**config.mk**
```make
export PLATFORM = sky130hd
export DESIGN_NAME = swkey_ctrl
export DESIGN_NICKNAME = d
export VERILOG_FILES = /design/src/rtl/swkey_pkg.sv /design/src/rtl/swkey_sync.sv /design/src/rtl/swkey_regs.sv /design/src/rtl/swkey_gate.sv /design/src/rtl/swkey_ctrl.sv
export SDC_FILE = /design/constraint.sdc
export NUM_CORES = 1
export LEC_CHECK = 0
export BUFFER_PORTS_ARGS = -buffer_cell sky130_fd_sc_hd__buf_2
export CORE_MARGIN = 4
export CORE_UTILIZATION = 45
export CTS_CLUSTER_SIZE = 14
export DETAILED_ROUTE_END_ITERATION = 8
export GPL_TIMING_DRIVEN = 0
export PLACE_DENSITY_LB_ADDON = 0.08
export SYNTH_ARGS = -nofsm -noshare
export SYNTH_HDL_FRONTEND = slang
export SYNTH_SLANG_ARGS = --single-unit
```
**constraint.sdc**
```tcl
create_clock -name clk -period 1.5 [get_ports clk]
set_clock_uncertainty 0.15 [all_clocks]
set_input_delay 0.225 -clock clk [delete_from_list [all_inputs] [get_ports clk]]
set_output_delay 0.225 -clock clk [all_outputs]
set_load 0.05 [all_outputs]
```
**src/rtl/swkey_pkg.sv**
```systemverilog
package swkey_pkg;

  localparam int MASK_KEYS = 6;
  localparam int SEL_W     = 3;
  localparam int DATA_W    = 8;
  localparam int ADDR_W    = 2;

  typedef enum logic [ADDR_W-1:0] {
    RA_CTRL = 2'd0,
    RA_MASK = 2'd1,
    RA_CLR  = 2'd2,
    RA_NONE = 2'd3
  } reg_addr_e;

  typedef struct packed {
    logic [SEL_W-1:0] mask_sel;
    logic             swap;
    logic             enable;
  } ctrl_t;

  // Masking group for each selector value
  function automatic logic [MASK_KEYS-1:0] mask_group(input logic [SEL_W-1:0] sel);
    logic [MASK_KEYS-1:0] g;
    g = '0;
    case (sel)
      3'd1: g[0]   = 1'b1;
      3'd2: g[1:0] = 2'b11;
      3'd3: g[2:0] = 3'b111;
      3'd4: g[2]   = 1'b1;
      3'd5: g[3:2] = 2'b11;
      3'd6: g[4:2] = 3'b111;
      3'd7: g[5:2] = 4'b1111;
      default: g = '0;
    endcase
    return g;
  endfunction

endpackage

```
**src/rtl/swkey_sync.sv**
```systemverilog
module swkey_sync #(
  parameter int W      = 1,
  parameter int STAGES = 2
) (
  input  logic         clk,
  input  logic         rst_n,
  input  logic [W-1:0] d,
  output logic [W-1:0] q
);

  localparam int LAST = STAGES - 1;

  logic [STAGES-1:0][W-1:0] chain_q;
  logic [STAGES-1:0][W-1:0] chain_d;

  always_comb begin
    chain_d = {chain_q[STAGES-2:0], d};
  end

  always_ff @(posedge clk or negedge rst_n) begin
    if (!rst_n) begin
      chain_q <= '0;
    end else begin
      chain_q <= chain_d;
    end
  end

  assign q = chain_q[LAST];

endmodule

```
**src/rtl/swkey_regs.sv**
```systemverilog
module swkey_regs
  import swkey_pkg::*;
(
  input  logic              clk,
  input  logic              rst_n,
  input  logic              wr_en,
  input  logic [ADDR_W-1:0] wr_addr,
  input  logic [DATA_W-1:0] wr_data,
  input  logic [ADDR_W-1:0] rd_addr,
  output logic [DATA_W-1:0] rd_data,
  output ctrl_t             ctrl,
  output logic              clr_pulse
);

  ctrl_t ctrl_q, ctrl_d;
  logic  clr_q, clr_d;

  always_comb begin
    ctrl_d = ctrl_q;
    clr_d  = 1'b0;
    if (wr_en) begin
      case (reg_addr_e'(wr_addr))
        RA_CTRL: begin
          ctrl_d.enable = wr_data[0];
          ctrl_d.swap   = wr_data[1];
        end
        RA_MASK: ctrl_d.mask_sel = wr_data[SEL_W-1:0];
        RA_CLR:  clr_d = wr_data[0];
        default: ;
      endcase
    end
  end

  always_ff @(posedge clk or negedge rst_n) begin
    if (!rst_n) begin
      ctrl_q <= '0;
      clr_q  <= 1'b0;
    end else begin
      ctrl_q <= ctrl_d;
      clr_q  <= clr_d;
    end
  end

  always_comb begin
    rd_data = '0;
    case (reg_addr_e'(rd_addr))
      RA_CTRL: rd_data[1:0]       = {ctrl_q.swap, ctrl_q.enable};
      RA_MASK: rd_data[SEL_W-1:0] = ctrl_q.mask_sel;
      default: rd_data = '0;
    endcase
  end

  assign ctrl      = ctrl_q;
  assign clr_pulse = clr_q;


  clr_from_write_chk: assert property (@(posedge clk) disable iff (!rst_n)
    clr_q |-> $past(wr_en && wr_addr == RA_CLR && wr_data[0]));


  clr_single_chk: assert property (@(posedge clk) disable iff (!rst_n)
    (wr_en && wr_addr == RA_CLR && wr_data[0]) |=> clr_q);

endmodule

```
**src/rtl/swkey_gate.sv**
```systemverilog
module swkey_gate
  import swkey_pkg::*;
(
  input  logic                 clk,
  input  logic                 rst_n,
  input  ctrl_t                ctrl,
  input  logic                 pin_a,
  input  logic                 pin_b,
  input  logic [MASK_KEYS-1:0] mask_in,
  input  logic                 tick_in,
  output logic                 run_tgl,
  output logic                 lap_cap
);

  logic en_act_q, tick_prev_q, prev_a_q, prev_b_q;
  logic run_q, lap_q, run_d, lap_d;
  logic tick_fall, rise_a, rise_b, rise_run, rise_lap, masked;

  always_comb begin
    tick_fall = tick_prev_q & ~tick_in;
    rise_a    = pin_a & ~prev_a_q;
    rise_b    = pin_b & ~prev_b_q;
    if (ctrl.swap) begin
      rise_run = rise_b;
      rise_lap = rise_a;
    end else begin
      rise_run = rise_a;
      rise_lap = rise_b;
    end
    masked = |(mask_in & mask_group(ctrl.mask_sel));
    run_d  = en_act_q & rise_run & ~masked;
    lap_d  = en_act_q & rise_lap & ~masked;
  end

  always_ff @(posedge clk or negedge rst_n) begin
    if (!rst_n) begin
      en_act_q    <= 1'b0;
      tick_prev_q <= 1'b0;
      prev_a_q    <= 1'b0;
      prev_b_q    <= 1'b0;
      run_q       <= 1'b0;
      lap_q       <= 1'b0;
    end else begin
      if (tick_fall) begin
        en_act_q <= ctrl.enable;
      end
      tick_prev_q <= tick_in;
      prev_a_q    <= pin_a;
      prev_b_q    <= pin_b;
      run_q       <= run_d;
      lap_q       <= lap_d;
    end
  end

  assign run_tgl = run_q;
  assign lap_cap = lap_q;


  enable_on_fall_chk: assert property (@(posedge clk) disable iff (!rst_n)
    !$past(tick_fall) |-> $stable(en_act_q));


  no_pulse_disabled_chk: assert property (@(posedge clk) disable iff (!rst_n)
    (run_q || lap_q) |-> $past(en_act_q));


  run_one_cycle_chk: assert property (@(posedge clk) disable iff (!rst_n)
    run_q |=> !run_q);


  lap_one_cycle_chk: assert property (@(posedge clk) disable iff (!rst_n)
    lap_q |=> !lap_q);


  masked_block_chk: assert property (@(posedge clk) disable iff (!rst_n)
    (run_q || lap_q) |-> $past(!masked));

endmodule

```
**src/rtl/swkey_ctrl.sv**
```systemverilog
module swkey_ctrl
  import swkey_pkg::*;
#(
  parameter int SYNC_STAGES = 2
) (
  input  logic              clk,
  input  logic              rst_n,
  input  logic              wr_en,
  input  logic [ADDR_W-1:0] wr_addr,
  input  logic [DATA_W-1:0] wr_data,
  input  logic [ADDR_W-1:0] rd_addr,
  output logic [DATA_W-1:0] rd_data,
  input  logic              key_a,
  input  logic              key_b,
  input  logic [5:0]        mask_keys,
  input  logic              tick_1k,
  output logic              run_tgl,
  output logic              lap_cap,
  output logic              cnt_clr,
  output logic              sw_running
);

  localparam int SYNC_W = MASK_KEYS + 3;

  ctrl_t                ctrl;
  logic                 clr_pulse;
  logic [SYNC_W-1:0]    raw_bus, sync_bus;
  logic [MASK_KEYS-1:0] mask_s;
  logic                 a_s, b_s, tick_s;
  logic                 run_w, lap_w;
  logic                 running_q, running_d;

  assign raw_bus = {mask_keys, tick_1k, key_b, key_a};
  assign a_s     = sync_bus[0];
  assign b_s     = sync_bus[1];
  assign tick_s  = sync_bus[2];
  assign mask_s  = sync_bus[SYNC_W-1:3];

  swkey_regs u_regs (
    .clk       (clk),
    .rst_n     (rst_n),
    .wr_en     (wr_en),
    .wr_addr   (wr_addr),
    .wr_data   (wr_data),
    .rd_addr   (rd_addr),
    .rd_data   (rd_data),
    .ctrl      (ctrl),
    .clr_pulse (clr_pulse)
  );

  swkey_sync #(.W(SYNC_W), .STAGES(SYNC_STAGES)) u_sync (
    .clk   (clk),
    .rst_n (rst_n),
    .d     (raw_bus),
    .q     (sync_bus)
  );

  swkey_gate u_gate (
    .clk     (clk),
    .rst_n   (rst_n),
    .ctrl    (ctrl),
    .pin_a   (a_s),
    .pin_b   (b_s),
    .mask_in (mask_s),
    .tick_in (tick_s),
    .run_tgl (run_w),
    .lap_cap (lap_w)
  );

  always_comb begin
    running_d = running_q ^ run_w;
  end

  always_ff @(posedge clk or negedge rst_n) begin
    if (!rst_n) begin
      running_q <= 1'b0;
    end else begin
      running_q <= running_d;
    end
  end

  assign run_tgl    = run_w;
  assign lap_cap    = lap_w;
  assign cnt_clr    = clr_pulse;
  assign sw_running = running_q;


  clr_keeps_state_chk: assert property (@(posedge clk) disable iff (!rst_n)
    (cnt_clr && !run_tgl) |=> $stable(sw_running));


  toggle_flips_state_chk: assert property (@(posedge clk) disable iff (!rst_n)
    run_tgl |=> (sw_running != $past(sw_running)));

endmodule

```
==> impl_metrics.ini <==
[timing]
timing.setup.tns_ns = 0
slew_violations = 0
fin_crit_ns = 1.43
setup_viol = 0
tightest_slew_ns = 0.646
final-hold-violation-count = 0
fmax_mhz = 698
period_share_pct = 95.5
slew_headroom_pct = 57.0
whs_ns = 0.0670
setup_ws_ns = 0.0676
rsz0062_at_grt = true

[run_status]
status = complete, no violations

[clock_network]
path_clk_slew_ns = 0.08
cts.root.buffer_cell = clkbuf_4
cts_sinks = 31
cts-buffers-inserted = 5
htreeDepth = 2
clk_latency_ns = 0.31
cts_max_path_buffers = 2
cts_tree = yes

[critical_path]
reg2regPathDepth = 4
crit_path_max_incr_delay_ns = 0.39
path_class = reg2out
end_kind = output port
crit_path_cell_trace = mux2i_1 > nor2_1 > buf_6
regToRegStartpoint = u_regs.ctrl[4]
r2r-end = u_gate.run_tgl
cp_data_arrival_time_ns = 1.06
crit_path_max_fanout = 2
cp-start-kind = register
critPathLaunch = u_regs.ctrl[3]
crit_path_top_delay_cell = dfrtp_1
cp.required_ns = 1.12
reg2reg_slack_ns = 0.26

[logic_synthesis]
yosysMostFrequentCell = dfrtp_1
synth_top_cell_by_area = dfrtp_1
yosysWarnings = 0
synth_compound_area_share_pct = 2.91
yosys.area.top_type_share_pct = 72.2
syn_avg_cell_area_um2 = 14.9
synth_seq_cells = 31
yosysSeqAreaShare_pct = 72.2
synth_common_cells = dfrtp_1, buf_4, mux2_2, mux2i_1, nor2_1
synth_ff_type = dfrtp_1
yosys.area_share.simple_pct = 8.15
syn_area_um2 = 1070
synthXorXnorAreaFrac_pct = 0.815
synth_edf_count = 0
async_flop_share_pct = 100
synth_fa_ha_area_share_pct = 0
synth.area.top_cells = dfrtp_1, mux2_2, mux2i_1, buf_4, mux2_1
synthMuxAreaShare_pct = 10.0
synth_top_family_by_area = multiplexers
synthCells = 72
ys_types = 21

[global_routing]
grt_util_all_layers_pct = 11.7
grt_antenna_before_repair = 0
grt_start_max_net_pins = 32
grt_pass1_vias = 645
grt_pass1_wl_um = 2760
overflow = 0

[power]
p_int_mw = 1.30
p_leak_nw = 0.742
total_power_mw = 1.82
powerDensity_nw_per_um2 = 1220
seqPwrFrac_pct = 52.4
p_comb_share_pct = 22.5
swShare_pct = 28.5
power_frac_clock_pct = 25.1
p_switching_mw = 0.518
vdd_drop_max_mv = 0.936

[place]
hpwl_um = 1080
place_area_um2 = 1250
dp_worst_setup_slack_ns = 0.271
gp_congestion = 0.749
io_buffers = 25
place_inst = 129

[floorplanning]
num_rows = 17
fp.coreArea_um2 = 2230
fp.dieW_um = 56.9
io_pins = 36
dieHeight_um = 56.9
dieArea_um2 = 3230
initial_core_util_pct = 48.1

[route]
top_layer = met4
dr.pass1.iters = 2
drc_errors = 0
wl_met2_um = 788
drt-total-wl_um = 1660
num_vias = 682
wl_per_cell_um = 10.8
viasPerCell = 4.46
drt-met1-wl_um = 699
met3_length_um = 145
ant_nets = 0
first_iter_violations = 14

[cells_and_area]
syn_to_final_growth_pct = 38.3
stdcell_count = 153
fin_nets = 149
fin_util_pct = 66.6
antenna_cells = 0
drive_gt1_share_pct = 39.2
fillCellCount = 173
fin_area_um2 = 1490

[hold_path]
hp-start = wr_en
hold_path_class = in2reg
whs_path_depth = 2
holdPathEnd = u_regs.clr_pulse

[run]
drv_cap = 0
-- worst max path at each step --
stage | depth (start not counted) | endpoint | slack, ns
after floorplan | 3 | rd_data[2] | 0.006
after global placement | 3 | rd_data[1] | 0.29
after detailed placement | 3 | rd_data[1] | 0.27
after CTS | 3 | rd_data[1] | -0.003
after global routing | 3 | rd_data[0] | -0.02
final | 3 | rd_data[1] | 0.07
-- registers in the layout (all words and copies together), names as in the netlist --
register and count:
u_regs.clr_pulse 1, u_sync.chain_d 9, u_gate.prev_b_q 1, u_gate.prev_a_q 1
u_gate.run_tgl 1, u_sync.q 9, u_regs.ctrl 5, u_gate.en_act_q 1
sw_running 1, u_gate.lap_cap 1, u_gate.tick_prev_q 1
-- final cells by class --
cell class / instances / area [µm²] / share of cell area [%]
multi-input combinational: 36 / 259 / 17.4
tap: 28 / 35.0 / 2.36
timing repair buffer: 43 / 312 / 21.0
buffer: 5 / 37.5 / 2.53
inverter: 3 / 11.3 / 0.758
clock buffer: 6 / 51.3 / 3.45
sequential: 31 / 776 / 52.2
clock inverter: 1 / 5.00 / 0.337
-- cells in the final DEF (no fill, tap or decap) --
| master | netlist | final |
|---|---|---|
| a21oi_1 | 1 | 1 |
| a31oi_1 | 2 | 2 |
| and4b_1 | 1 | 1 |
| buf_2 | 0 | 22 |
| buf_4 | 5 | 10 |
| buf_6 | 1 | 3 |
| clkbuf_4 | 0 | 5 |
| clkbuf_8 | 0 | 1 |
| clkinv_2 | 0 | 1 |
| conb_1 | 1 | 5 |
| dfrtp_1 | 31 | 31 |
| dlygate4sd3_1 | 0 | 13 |
| inv_1 | 3 | 3 |
| mux2_1 | 2 | 2 |
| mux2_2 | 4 | 4 |
| mux2i_1 | 4 | 4 |
| nand2_1 | 3 | 2 |
| nand2_2 | 0 | 1 |
| nand3b_1 | 1 | 1 |
| nor2_1 | 4 | 3 |
| nor2_2 | 0 | 1 |
| nor2b_1 | 1 | 1 |
| nor3_1 | 2 | 2 |
| nor3b_1 | 2 | 2 |
| nor3b_2 | 1 | 1 |
| o211ai_1 | 1 | 1 |
| o22ai_1 | 1 | 1 |
| xor2_1 | 1 | 1 |
-- kinds of logic (layout without fill, tap and decap cells) --
kind of cell,count (synthesis),in the layout
xor+xnor,1,1
other cells,1,5
flops,31,31
mux,10,10
compound gates,5,5
simple gates,15,15
buf+inv,9,58
-- power groups by stage --
stage               combinational [mW]  clock [mW]  sequential (mW)
floorplan                        0.179           0             1.03
global placement                 0.326           0            0.978
detailed placement               0.333           0            0.986
CTS                              0.389       0.483            0.963
global route                     0.438       0.533            0.966
finish                           0.410       0.457            0.954
-- layer usage --
layer | track usage (%) | up-vias
li1 | - | 336
met1 | 12.3 | 315
met2 | 18.2 | 27
met3 | 7.13 | 4
met4 | 5.96 | 0
met5 | 0 | -
-- critical path, delay by kind of cell (launching register included) --
family | cells | cell delay [ns]
AND/OR/NAND/NOR | 1 | 0.07
flip-flops | 1 | 0.39
buffers and inverters | 1 | 0.15
multiplexers | 1 | 0.14
-- timing repair --
item / 4_1_cts / 5_1_grt
pin swaps: 1 / 1
endpoints found under the setup margin: 3 / 3
buffers inserted: 2 / 3
hold buffers: 13 / 0
endpoints found under the hold margin: 44 / 0
gates resized for setup: 5 / 3
Power figures use the tool's default switching activity.
